--- src/rtl/bcmd_pkg.sv ---
// Shared constants and types for the bus command FIFO engine.
// Assumes a 4-bit host offset space and a 17-source interrupt vector.
package bcmd_pkg;

    localparam int NUM_SRC = 17;
    localparam int HADDR_W = 4;

    // Host register offsets
    localparam logic [HADDR_W-1:0] A_PARAM  = 4'd0;
    localparam logic [HADDR_W-1:0] A_STAT   = 4'd1;
    localparam logic [HADDR_W-1:0] A_CFG    = 4'd2;
    localparam logic [HADDR_W-1:0] A_ISTAT  = 4'd3;
    localparam logic [HADDR_W-1:0] A_IMASK  = 4'd4;
    localparam logic [HADDR_W-1:0] A_ICLR   = 4'd5;
    localparam logic [HADDR_W-1:0] A_WRCMD  = 4'd6;
    localparam logic [HADDR_W-1:0] A_RDCMD  = 4'd7;
    localparam logic [HADDR_W-1:0] A_RDDATA = 4'd8;

    // Interrupt source bit positions
    localparam int IRQ_RD_OVF   = 4;
    localparam int IRQ_RD_UNF   = 5;
    localparam int IRQ_WR_OVF   = 6;
    localparam int IRQ_CMD_ERR  = 7;
    localparam int IRQ_SPECIAL  = 10;

    localparam logic [3:0] SPECIAL_ID = 4'hF;
    localparam logic [3:0] BCAST_DEV  = 4'hF;
    localparam logic [2:0] RETRY_RST  = 3'd3;

    // Packed command word, most significant field first
    typedef struct packed {
        logic [7:0]  payload;
        logic [3:0]  dev;
        logic [3:0]  id;
        logic [15:0] addr;
    } cmd_word_t;

    typedef enum logic [1:0] {
        SQ_IDLE  = 2'd0,
        SQ_ISSUE = 2'd1,
        SQ_WAIT  = 2'd2
    } seq_state_e;

endpackage

--- src/rtl/bcmd_fifo.sv ---
// Synchronous first-in first-out queue with occupancy count.
// A push into a full queue is dropped and flagged on `drop`; a pop of an
// empty queue is ignored. Assumes DEPTH is a power of two, at least 2.
module bcmd_fifo #(
    parameter int W     = 32,
    parameter int DEPTH = 8
) (
    input  logic                         clk,
    input  logic                         rst_n,
    input  logic                         push,
    input  logic [W-1:0]                 din,
    input  logic                         pop,
    output logic [W-1:0]                 dout,
    output logic [$clog2(DEPTH+1)-1:0]   count,
    output logic                         full,
    output logic                         empty,
    output logic                         drop
);
    localparam int AW = $clog2(DEPTH);
    localparam int CW = $clog2(DEPTH+1);

    logic [W-1:0]  mem [DEPTH];
    logic [AW-1:0] wptr_q, rptr_q;
    logic          accept, take;

    assign full   = (count == CW'(DEPTH));
    assign empty  = (count == '0);
    assign accept = push && !full;
    assign take   = pop && !empty;
    assign drop   = push && full;
    assign dout   = mem[rptr_q];

    // Storage write on an accepted push
    always_ff @(posedge clk) begin
        if (accept) mem[wptr_q] <= din;
    end

    // Pointer and occupancy bookkeeping
    always_ff @(posedge clk) begin
        if (!rst_n) begin
            wptr_q <= '0;
            rptr_q <= '0;
            count  <= '0;
        end else begin
            if (accept) wptr_q <= (wptr_q == AW'(DEPTH-1)) ? '0 : wptr_q + 1'b1;
            if (take)   rptr_q <= (rptr_q == AW'(DEPTH-1)) ? '0 : rptr_q + 1'b1;
            case ({accept, take})
                2'b10:   count <= count + 1'b1;
                2'b01:   count <= count - 1'b1;
                default: count <= count;
            endcase
        end
    end


    fifo_grow_chk: assert property (@(posedge clk) disable iff (!rst_n)
        (push && !full && !pop) |=> (count == $past(count) + 1'b1));

    fifo_drop_chk: assert property (@(posedge clk) disable iff (!rst_n)
        (push && full && !pop) |=> $stable(count));

endmodule

--- src/rtl/bcmd_seq.sv ---
// Command sequencer: selects the next command (write queue first), issues
// one attempt strobe, waits for the link response, reissues on failure
// while the retry budget lasts, then retires the command.
// Assumes the link answers every attempt with exactly one rsp_valid.
module bcmd_seq
    import bcmd_pkg::*;
(
    input  logic       clk,
    input  logic       rst_n,
    input  logic       wr_empty,
    input  logic       rd_empty,
    input  cmd_word_t  wr_head,
    input  cmd_word_t  rd_head,
    input  logic [2:0] retry_lim,
    input  logic       rsp_valid,
    input  logic       rsp_ok,
    output logic       cmd_valid,
    output logic       cmd_sel_rd,
    output cmd_word_t  cmd_word,
    output logic       pop_wr,
    output logic       pop_rd,
    output logic       done_err,
    output logic       done_special,
    output logic       data_push
);
    seq_state_e state_q, state_d;
    logic       sel_q, sel_d;
    logic [2:0] tries_q, tries_d;
    logic       finish, failed;

    // Next-state, attempt counting and retirement decision
    always_comb begin
        state_d = state_q;
        sel_d   = sel_q;
        tries_d = tries_q;
        finish  = 1'b0;
        failed  = 1'b0;
        case (state_q)
            SQ_IDLE: begin
                tries_d = '0;
                if (!wr_empty) begin
                    sel_d   = 1'b0;
                    state_d = SQ_ISSUE;
                end else if (!rd_empty) begin
                    sel_d   = 1'b1;
                    state_d = SQ_ISSUE;
                end
            end
            SQ_ISSUE: state_d = SQ_WAIT;
            SQ_WAIT: begin
                if (rsp_valid) begin
                    if (rsp_ok) begin
                        finish  = 1'b1;
                        state_d = SQ_IDLE;
                    end else if (tries_q < retry_lim) begin
                        tries_d = tries_q + 1'b1;
                        state_d = SQ_ISSUE;
                    end else begin
                        finish  = 1'b1;
                        failed  = 1'b1;
                        state_d = SQ_IDLE;
                    end
                end
            end
            default: state_d = SQ_IDLE;
        endcase
    end

    // State registers
    always_ff @(posedge clk) begin
        if (!rst_n) begin
            state_q <= SQ_IDLE;
            sel_q   <= 1'b0;
            tries_q <= '0;
        end else begin
            state_q <= state_d;
            sel_q   <= sel_d;
            tries_q <= tries_d;
        end
    end

    assign cmd_valid    = (state_q == SQ_ISSUE);
    assign cmd_sel_rd   = sel_q;
    assign cmd_word     = sel_q ? rd_head : wr_head;
    assign pop_wr       = finish && !sel_q;
    assign pop_rd       = finish && sel_q;
    assign done_err     = finish && failed;
    assign done_special = finish && !failed && (cmd_word.id == SPECIAL_ID);
    assign data_push    = finish && !failed && sel_q;


    one_strobe_chk: assert property (@(posedge clk) disable iff (!rst_n)
        cmd_valid |=> !cmd_valid);

    reissue_chk: assert property (@(posedge clk) disable iff (!rst_n)
        (state_q == SQ_WAIT && rsp_valid && !rsp_ok && tries_q < retry_lim) |=> cmd_valid);

    give_up_chk: assert property (@(posedge clk) disable iff (!rst_n)
        (state_q == SQ_WAIT && rsp_valid && !rsp_ok && tries_q >= retry_lim) |=> (state_q == SQ_IDLE));

    write_first_chk: assert property (@(posedge clk) disable iff (!rst_n)
        (state_q == SQ_IDLE && !wr_empty) |=> (cmd_valid && !cmd_sel_rd));

endmodule

--- src/rtl/bcmd_irq.sv ---
// Interrupt status collector: sticky status bits with write-one-to-clear
// (set wins), per-bit mask, level or single-cycle pulse output.
module bcmd_irq #(
    parameter int N = 17
) (
    input  logic         clk,
    input  logic         rst_n,
    input  logic [N-1:0] set_vec,
    input  logic [N-1:0] clr_vec,
    input  logic [N-1:0] mask,
    input  logic         pulse_mode,
    output logic [N-1:0] status,
    output logic         irq
);
    logic lvl, lvl_q;

    assign lvl = |(status & mask);
    assign irq = pulse_mode ? (lvl && !lvl_q) : lvl;

    // Sticky status update
    always_ff @(posedge clk) begin
        if (!rst_n) status <= '0;
        else        status <= (status & ~clr_vec) | set_vec;
    end

    // Previous masked level for edge detection
    always_ff @(posedge clk) begin
        if (!rst_n) lvl_q <= 1'b0;
        else        lvl_q <= lvl;
    end


    clear_chk: assert property (@(posedge clk) disable iff (!rst_n)
        (|clr_vec) |=> ((status & $past(clr_vec & ~set_vec)) == '0));

    set_chk: assert property (@(posedge clk) disable iff (!rst_n)
        (|set_vec) |=> ((status & $past(set_vec)) == $past(set_vec)));

    pulse_chk: assert property (@(posedge clk) disable iff (!rst_n)
        (pulse_mode && irq) |=> (!irq || !pulse_mode));

endmodule

--- src/rtl/bcmd_engine.sv ---
// Top of the bus command FIFO engine: host register decode, the write and
// read command queues, the read-data queue, the sequencer and the
// interrupt collector. Assumes queue depths of at most 31 so that the
// 5-bit count and depth fields hold them, and DATA_W of at most 32.
module bcmd_engine
    import bcmd_pkg::*;
#(
    parameter int WR_DEPTH   = 8,
    parameter int RD_DEPTH   = 8,
    parameter int DATA_DEPTH = 8,
    parameter int DATA_W     = 32
) (
    input  logic               clk,
    input  logic               rst_n,
    input  logic               host_wr_en,
    input  logic               host_rd_en,
    input  logic [3:0]         host_addr,
    input  logic [31:0]        host_wdata,
    output logic [31:0]        host_rdata,
    output logic               cmd_valid,
    output logic               cmd_rd,
    output logic               cmd_bcast,
    output logic [15:0]        cmd_addr,
    output logic [3:0]         cmd_id,
    output logic [3:0]         cmd_dev,
    output logic [7:0]         cmd_payload,
    input  logic               rsp_valid,
    input  logic               rsp_ok,
    input  logic [DATA_W-1:0]  rsp_data,
    input  logic [16:0]        link_evt,
    output logic               irq
);
    localparam int WCW = $clog2(WR_DEPTH+1);
    localparam int RCW = $clog2(RD_DEPTH+1);
    localparam int DCW = $clog2(DATA_DEPTH+1);

    logic [2:0]          retry_q;
    logic                pulse_q;
    logic [NUM_SRC-1:0]  mask_q, status, set_vec, clr_vec;

    logic                wr_push, rd_push, data_pop, underflow;
    logic [31:0]         wr_dout, rd_dout;
    logic [WCW-1:0]      wr_cnt;
    logic [RCW-1:0]      rd_cnt;
    logic [DCW-1:0]      data_cnt;
    logic                wr_full, wr_empty, wr_drop;
    logic                rd_full, rd_empty, rd_drop;
    logic [DATA_W-1:0]   data_dout;
    logic                data_full, data_empty, data_drop;

    cmd_word_t           cur_word;
    logic                pop_wr, pop_rd, done_err, done_special, data_push;
    logic [31:0]         rd_mux, param_word, stat_word;

    assign wr_push   = host_wr_en && (host_addr == A_WRCMD);
    assign rd_push   = host_wr_en && (host_addr == A_RDCMD);
    assign data_pop  = host_rd_en && (host_addr == A_RDDATA);
    assign underflow = data_pop && data_empty;
    assign clr_vec   = (host_wr_en && host_addr == A_ICLR) ? host_wdata[NUM_SRC-1:0] : '0;

    // Configuration and mask registers
    always_ff @(posedge clk) begin
        if (!rst_n) begin
            retry_q <= RETRY_RST;
            pulse_q <= 1'b0;
            mask_q  <= '0;
        end else if (host_wr_en) begin
            if (host_addr == A_CFG) begin
                retry_q <= host_wdata[2:0];
                pulse_q <= host_wdata[3];
            end
            if (host_addr == A_IMASK) mask_q <= host_wdata[NUM_SRC-1:0];
        end
    end

    bcmd_fifo #(.W(32), .DEPTH(WR_DEPTH)) u_wr_q (
        .clk(clk), .rst_n(rst_n), .push(wr_push), .din(host_wdata),
        .pop(pop_wr), .dout(wr_dout), .count(wr_cnt), .full(wr_full),
        .empty(wr_empty), .drop(wr_drop)
    );

    bcmd_fifo #(.W(32), .DEPTH(RD_DEPTH)) u_rd_q (
        .clk(clk), .rst_n(rst_n), .push(rd_push), .din(host_wdata),
        .pop(pop_rd), .dout(rd_dout), .count(rd_cnt), .full(rd_full),
        .empty(rd_empty), .drop(rd_drop)
    );

    bcmd_fifo #(.W(DATA_W), .DEPTH(DATA_DEPTH)) u_data_q (
        .clk(clk), .rst_n(rst_n), .push(data_push), .din(rsp_data),
        .pop(data_pop), .dout(data_dout), .count(data_cnt), .full(data_full),
        .empty(data_empty), .drop(data_drop)
    );

    bcmd_seq u_seq (
        .clk(clk), .rst_n(rst_n), .wr_empty(wr_empty), .rd_empty(rd_empty),
        .wr_head(cmd_word_t'(wr_dout)), .rd_head(cmd_word_t'(rd_dout)),
        .retry_lim(retry_q), .rsp_valid(rsp_valid), .rsp_ok(rsp_ok),
        .cmd_valid(cmd_valid), .cmd_sel_rd(cmd_rd), .cmd_word(cur_word),
        .pop_wr(pop_wr), .pop_rd(pop_rd), .done_err(done_err),
        .done_special(done_special), .data_push(data_push)
    );

    // Gather interrupt set events from the queues, sequencer and link
    always_comb begin
        set_vec = link_evt;
        set_vec[IRQ_RD_OVF]  = link_evt[IRQ_RD_OVF] | rd_drop | data_drop;
        set_vec[IRQ_RD_UNF]  = link_evt[IRQ_RD_UNF] | underflow;
        set_vec[IRQ_WR_OVF]  = link_evt[IRQ_WR_OVF] | wr_drop;
        set_vec[IRQ_CMD_ERR] = link_evt[IRQ_CMD_ERR] | done_err;
        set_vec[IRQ_SPECIAL] = link_evt[IRQ_SPECIAL] | done_special;
    end

    bcmd_irq #(.N(NUM_SRC)) u_irq (
        .clk(clk), .rst_n(rst_n), .set_vec(set_vec), .clr_vec(clr_vec),
        .mask(mask_q), .pulse_mode(pulse_q), .status(status), .irq(irq)
    );

    assign cmd_addr    = cur_word.addr;
    assign cmd_id      = cur_word.id;
    assign cmd_dev     = cur_word.dev;
    assign cmd_payload = cur_word.payload;
    assign cmd_bcast   = (cur_word.dev == BCAST_DEV);

    // Parameter and occupancy words
    always_comb begin
        param_word        = '0;
        param_word[14:10] = 5'(WR_DEPTH);
        param_word[19:15] = 5'(RD_DEPTH);
        stat_word         = '0;
        stat_word[12:8]   = 5'(wr_cnt);
        stat_word[26:22]  = 5'(rd_cnt);
    end

    // Host read multiplexer
    always_comb begin
        case (host_addr)
            A_PARAM:  rd_mux = param_word;
            A_STAT:   rd_mux = stat_word;
            A_CFG:    rd_mux = {28'd0, pulse_q, retry_q};
            A_ISTAT:  rd_mux = 32'(status);
            A_IMASK:  rd_mux = 32'(mask_q);
            A_RDDATA: rd_mux = data_empty ? 32'd0 : 32'(data_dout);
            default:  rd_mux = 32'd0;
        endcase
    end

    // Registered host read data
    always_ff @(posedge clk) begin
        if (!rst_n)          host_rdata <= '0;
        else if (host_rd_en) host_rdata <= rd_mux;
    end


    empty_pop_chk: assert property (@(posedge clk) disable iff (!rst_n)
        (data_pop && data_empty) |=> (host_rdata == 32'd0 && status[IRQ_RD_UNF]));

    param_read_chk: assert property (@(posedge clk) disable iff (!rst_n)
        (host_rd_en && host_addr == A_PARAM) |=> (host_rdata[14:10] == 5'(WR_DEPTH)));

endmodule

--- config.mk ---
export PLATFORM = sky130hd
export DESIGN_NAME = bcmd_engine
export DESIGN_NICKNAME = d
export VERILOG_FILES = /design/src/rtl/bcmd_pkg.sv /design/src/rtl/bcmd_fifo.sv /design/src/rtl/bcmd_seq.sv /design/src/rtl/bcmd_irq.sv /design/src/rtl/bcmd_engine.sv
export SDC_FILE = /design/constraint.sdc
export NUM_CORES = 1
export LEC_CHECK = 0
export ABC_CLOCK_PERIOD_IN_PS = 7100
export BUFFER_PORTS_ARGS = -buffer_cell sky130_fd_sc_hd__buf_2
export CAP_MARGIN = 25
export CORE_UTILIZATION = 61
export CTS_CLUSTER_SIZE = 16
export DETAILED_ROUTE_END_ITERATION = 10
export PLACE_DENSITY = 0.78
export SETUP_SLACK_MARGIN = 0.4
export SLEW_MARGIN = 20
export SYNTH_ARGS = -nofsm -noshare
export SYNTH_HDL_FRONTEND = slang
export SYNTH_SLANG_ARGS = --single-unit
export TNS_END_PERCENT = 20
--- constraint.sdc ---
create_clock -name clk -period 7.1 [get_ports clk]
set_input_delay 1.42 -clock clk [delete_from_list [all_inputs] [get_ports clk]]
set_output_delay 1.42 -clock clk [all_outputs]
set_load 0.05 [all_outputs]
==> flow_summary.toml, run 1 <==
[status]
status = "complete, no violations"

[critical_path]
crit_type = "flop to output port"
arrival_ps = 3570
required_ps = 5680
critPathMaxFanout = 36
cp-start-kind = "flop"
rr_worst_depth = 11
worstReg2RegEnd = "u_data_q.count[2]$_SDFFE_PN0P_"
reg2reg_slack_ps = 3400
regToRegStartpoint = "u_data_q.count[1]$_SDFFE_PN0P_"
end_kind = "output port"

[logic_synthesis]
syn_area_um2 = 34300
ys_seq_area_share_pct = 74.0
avgSynthCellArea_um2 = 18.9
synth_enable_flop_cells = 768
syn_nets = 1929
yosys-top-cells-area = "edfxtp_1, mux4_2, dfxtp_1"
ys.flop_type = "edfxtp_1"
synth_top_area_share_pct = 67.2
synth_cells = 1815
async_reset_ff_share_pct = 0
synth_cell_types = 58
yosysTopAreaCell = "edfxtp_1"
synth-seq-cells = 884
ys.warnings.count = 0

[timing]
setup_slack_ps = 2110
rsz0062_at_grt = "false"
min_period_ps = 4990
clock_skew_ps = 23.0
tightest_slew_ps = 1020
fin_hold_ws_ps = 461
period_share_pct = 70.2
hold_violations = 0
finalSetupTns_ps = 0
max_slew_margin_pct = 31.7
setup_viol = 0
fmax_ghz = 0.201
slew_viol_final = 0

[hold_path]
hold_end = "host_rdata[12]$_SDFFE_PN0P_"
holdCritPathClass = "flop to flop"
min_from = "host_rdata[12]$_SDFFE_PN0P_"
hold_path_depth = 2

[pwr]
swShare_pct = 20.0
vdd_drop_max_uv = 222
p_int_mw = 8.24
p_comb_share_pct = 2.0
p_per_area_nw_per_um2 = 265
clkPwrFrac_pct = 43.0
p_switching_mw = 2.06
total_power_mw = 10.3
seqPwrFrac_pct = 55.0
p_leak_nw = 12.4

[cts]
numCtsBuffers = 85
cts_root_buf = "clkbuf_16"
cts_sinks = 884
post_cts_buffers = 0
h-tree-depth = 3
tritoncts = "done"
clk_latency_ps = 630
clkTransAtPathRegs_ps = 70
cts-resized-gates = 0
ctsHoldBuffers = 0
ctsLongestPathBuffers = 3

[route]
postRouteAntennaNets = 0
vias = 18257
drtIter0Drc = 1875
dr.pass1.iters = 6
routed_wl_mm = 78.0
wl_per_cell_um = 27.6
drc = 0
via_per_inst = 6.46

[die]
core_um2 = 55300
die_w_um = 239
die-area_um2 = 57200
die_h_um = 239
rows = 86
io_pins = 159
start_util_pct = 62.0

[flow_run]
cap_viol_max_count = 0

[global_route]
grt.total_usage_pct = 27.9
grt_util_met3_pct = 6.97
met2_usage_pct = 46.8
grt_max_degree = 87
use_met1_pct = 35.8
grt_remaining_overflow = 0
grt_pass1_vias = 18609
grt_busiest_layer = "met2"
grt_pass1_wl_mm = 115
antenna_found_initial = 12

[cells_and_area]
fin_util_pct = 70.2
register_area_um2 = 25400
area_delta_synth_final_pct = 13.2
final_common_cell = "edfxtp_1"
layout-drive-gt1-share_pct = 27.5
multiInputGateArea_um2 = 8550
nets = 2115
fill_cells = 3345
final_cell_mix = "edfxtp_1, mux4_2, buf_2, dfxtp_1, nand2_1"

[placed_design]
portBuffers = 158
gp_congestion = 0.837
hpwl_mm = 42.7
detailedPlace.worstSlack_ps = 2160
-- cell type report --
| type | count | area share (%) |
|---|---|---|
| multi-input combinational | 820 | 22.0 |
| clock buffer | 114 | 6.10 |
| clock inverter | 44 | 1.02 |
| inverter | 12 | 0.116 |
| sequential | 884 | 65.4 |
| antenna | 4 | 0.0258 |
| tap | 748 | 2.41 |
| timing repair buffer | 198 | 2.86 |
-- cells in the mapped netlist (3+ instances only) --
cell type,count
nand4b_1,3
nand4_1,4
clkbuf_1,41
a31oi_1,3
mux4_1,4
or3_1,10
ha_1,23
o21ai_0,25
a2bb2oi_1,10
nor4_1,5
dfxtp_1,116
nor3_2,3
a211oi_1,32
a22oi_1,5
buf_1,9
nand3_1,16
nor3_1,20
edfxtp_1,768
mux4_2,188
mux2_2,9
a22o_1,9
buf_2,37
a222oi_1,17
nor2b_1,31
nand3b_1,6
buf_4,9
buf_6,3
inv_1,11
nor3b_1,5
nand2b_1,11
nor4b_1,4
o21ai_1,8
xor2_1,8
nor2_1,63
nand2_1,99
a221oi_1,3
a21oi_1,98
mux2i_1,71
-- power by group through the flow --
stage / registers, mW / logic (mW) / clock network, mW
3_3_place_gp: 5.78 / 0.192 / 0
5_1_grt: 5.67 / 0.221 / 4.69
2_1_floorplan: 5.78 / 0.0838 / 0
3_5_place_dp: 5.78 / 0.203 / 0
4_1_cts: 5.67 / 0.205 / 4.49
6_report: 5.67 / 0.207 / 4.43
-- cell families after synthesis --
| family | Yosys count | synth area share (%) |
|---|---|---|
| AO/OA/AOI/OAI | 221 | 4.09 |
| multiplexers | 272 | 15.0 |
| flip-flops | 884 | 74.0 |
| AND/OR/NAND/NOR | 294 | 4.29 |
| buffers and inverters | 111 | 1.51 |
| adder cells (fa/ha/maj) | 23 | 0.839 |
| XOR/XNOR | 10 | 0.255 |
-- stage by stage --
step	instances	cell area (um^2)
detailed placement	2662	36000
finish	2824	38800
CTS	2820	38800
global placement	2660	36000
floorplan	1815	34300
global route	2823	38800
-- registers in the layout, summed over array words and instances (netlist names), 4 cells and up, named ones only --
signal          cells
host_rdata         32
mask_q             17
u_data_q.count      4
u_data_q.mem      256
u_irq.status       17
u_rd_q.count        4
u_rd_q.mem        256
u_wr_q.count        4
u_wr_q.mem        256
-- layer usage --
| metal | vias up | part of all wire [%] | wire, um |
|---|---|---|---|
| li1 | 7747 | - | - |
| met1 | 9410 | 37 | 29100 |
| met2 | 909 | 51 | 39600 |
| met3 | 177 | 8.9 | 6920 |
| met4 | 14 | 2.9 | 2230 |
| met5 | - | 0.12 | 94 |
-- worst max-delay path by stage --
stage,from,endpoint,slack [ps],depth (start not counted)
after global placement,host_addr[0],u_data_q.count[2]$_SDFFE_PN0P_,2360,12
after CTS,flop,cmd_addr[3],1980,6
after global routing,flop,cmd_addr[12],1870,6
final,flop,cmd_addr[3],2110,6
after detailed placement,host_addr[0],u_data_q.count[2]$_SDFFE_PN0P_,2160,12
after floorplan,host_addr[3],u_wr_q.mem[2][0]$_DFFE_PP_,770,5
-- critical path, stage by stage (launching register included) --
cell	delay [ps]
dfxtp_4	720
buf_4	690
mux4_2	600
nor2b_1	140
a211oi_1	370
a21oi_1	90
buf_2	240
Note: power is estimated with default switching activity, not from simulation.
==> inputs of run 2 (changes only) <==
--- a/config.mk
+++ b/config.mk
@@ -5,13 +5,13 @@
 export SDC_FILE = /design/constraint.sdc
 export NUM_CORES = 1
 export LEC_CHECK = 0
-export ABC_CLOCK_PERIOD_IN_PS = 7100
+export ABC_CLOCK_PERIOD_IN_PS = 4400
 export BUFFER_PORTS_ARGS = -buffer_cell sky130_fd_sc_hd__buf_2
 export CAP_MARGIN = 25
-export CORE_UTILIZATION = 61
+export CORE_UTILIZATION = 55
 export CTS_CLUSTER_SIZE = 16
 export DETAILED_ROUTE_END_ITERATION = 10
-export PLACE_DENSITY = 0.78
+export PLACE_DENSITY = 0.74
 export SETUP_SLACK_MARGIN = 0.4
 export SLEW_MARGIN = 20
 export SYNTH_ARGS = -nofsm -noshare
==> constraint.sdc (replaced) <==
create_clock -name clk -period 4.4 [get_ports clk]
set_input_delay 0.88 -clock clk [delete_from_list [all_inputs] [get_ports clk]]
set_output_delay 0.88 -clock clk [all_outputs]
set_load 0.05 [all_outputs]
==> flow_summary.toml, run 2 (synthesis results as in run 1) <==
[critical_path]
arrival_ps = 2940
worstPathCellList = "buf_4 > mux4_2 > nor2b_1 > a211oi_1 > a21oi_1 > buf_2"
cp-start-kind = "flop"
end_kind = "output port"
crit_buf_inv = 2
crit_type = "flop to output port"
cp_top_family = "flip-flops"
required_ps = 3520
critPathMaxFanout = 28
crit_path_max_incr_delay_ps = 630
critPathSlowestCell = "dfxtp_4"

[cells_and_area]
final_area_um2 = 39200
final_common_cell = "edfxtp_1"
final_cell_mix = "edfxtp_1, mux4_2, buf_2, dfxtp_1, nand2_1"
reg_top3 = "u_data_q.mem (256), u_rd_q.mem (256), u_wr_q.mem (256)"
layout-drive-gt1-share_pct = 28.0
area_delta_synth_final_pct = 14.4
fill_cells = 4226
nets = 2128

[cts]
clk_latency_ps = 640
numCtsBuffers = 88
tritoncts = "done"
cts_sinks = 884
clkTransAtPathRegs_ps = 60
h-tree-depth = 3
ctsLongestPathBuffers = 3
cts_root_buf = "clkbuf_16"
ctsHoldBuffers = 0

[timing]
max_slew_margin_pct = 23.8
fmax_ghz = 0.262
min_period_ps = 3820
hold_violations = 0
tightest_slew_ps = 1130
setup_slack_ps = 578
setup_viol = 0
rsz0062_at_grt = "true"
slew_viol_final = 0
clock_skew_ps = 15.6
period_share_pct = 86.9

[placed_design]
gp_congestion = 0.857
detailedPlace.worstSlack_ps = 873
placed_area_um2 = 36300
hpwl_mm = 44.2
portBuffers = 158

[pwr]
p_per_area_nw_per_um2 = 430
swShare_pct = 20.1
vdd_drop_max_uv = 510
p_switching_mw = 3.38
p_comb_share_pct = 2.0
p_leak_nw = 12.5
p_int_mw = 13.5
clkPwrFrac_pct = 43.7
seqPwrFrac_pct = 54.3

[die]
die_h_um = 252
start_util_pct = 55.6
rows = 91
die_w_um = 252
die-area_um2 = 63400
io_pins = 159
core_um2 = 61700

[route]
postRouteAntennaNets = 0
drtIter0Drc = 1798
vias = 18014
wl_per_cell_um = 25.7
routed_wl_mm = 75.4
drc = 0
via_per_inst = 6.15
dr.pass1.iters = 6

[global_route]
antenna_found_initial = 6
grt_pass1_wl_mm = 113
grt.total_usage_pct = 24.3
grt_remaining_overflow = 0
grt_max_degree = 60
grt_pass1_vias = 18466

[flow_run]
cap_viol_max_count = 0

[status]
status = "complete, no violations"

[hold_path]
holdCritPathClass = "flop to flop"
[run 2: cell count changes in the layout (fill, tap and decap cells not counted), moves of 3 or more]
cell | before | now
buf_4 | 39 | 43
clkbuf_1 | 19 | 16
buf_12 | 0 | 7
bufinv_16 | 5 | 8
clkbuf_8 | 7 | 4
clkinv_1 | 8 | 13
nor4_2 | 4 | 1
nor4_4 | 0 | 3
[run 2: power by group through the flow]
stage	clock network, mW	registers (mW)	logic, mW
2_1_floorplan	0	9.32	0.136
3_3_place_gp	0	9.32	0.318
3_5_place_dp	0	9.33	0.334
4_1_cts	7.49	9.15	0.335
5_1_grt	7.82	9.15	0.362
6_report	7.38	9.15	0.337
[run 2: timing repair]
item	CTS	global route
setup buffers	1	0
gates resized for setup	0	1
setup endpoints to repair	11	3
hold endpoints to repair	0	0
[run 2: path summary, 6_finish.rpt]
check / end / depth (start not counted) / from / slack [ps]
worst min register to register: host_rdata[5]$_SDFFE_PN0P_ / 2 / host_rdata[5]$_SDFFE_PN0P_ / 470
worst min-delay path: host_rdata[5]$_SDFFE_PN0P_ / 2 / host_rdata[5]$_SDFFE_PN0P_ / 470
worst max register to register: u_rd_q.count[2]$_SDFFE_PN0P_ / 13 / retry_q[2]$_SDFFE_PN0P_ / 1230
worst max-delay path: cmd_addr[12] / 6 / flop / 580
[run 2: area by class of cell]
cell class	instances	area (um^2)	share of cell area (%)
Tap cell	837	1050	2.67
Multi-Input combinational cell	820	8600	21.9
Sequential cell	884	25400	64.8
Clock inverter	55	539	1.37
Inverter	12	45.0	0.115
Antenna cell	3	7.51	0.0191
Clock buffer	109	2340	5.97
Timing Repair Buffer	208	1250	3.19
[run 2: worst min-delay path, stage by stage (launching register included)]
cell	delay (ps)
dfxtp_1	320
nand2_1	50
o21ai_1	50
[run 2: through the flow]
stage / util, % / std cells / power, mW / hold slack, ps / TNS [ps]
finish: 63.6 / 2928 / 16.9 / 472 / 0
global route: 63.6 / 2928 / 17.3 / 463 / 0
CTS: 63.6 / 2925 / 17.0 / 447 / 0
detailed placement: 58.9 / 2760 / 9.66 / 461 / 0
global placement: 58.9 / 2760 / 9.64 / 442 / 0
floorplan: - / 1815 / 9.46 / 446 / -62840
[run 2: metal layers]
metal	share of wire (%)	GRT usage, %
met1	39	32.1
met2	50	40.6
met3	8.1	5.23
met4	2.4	7.40
met5	0.050	0
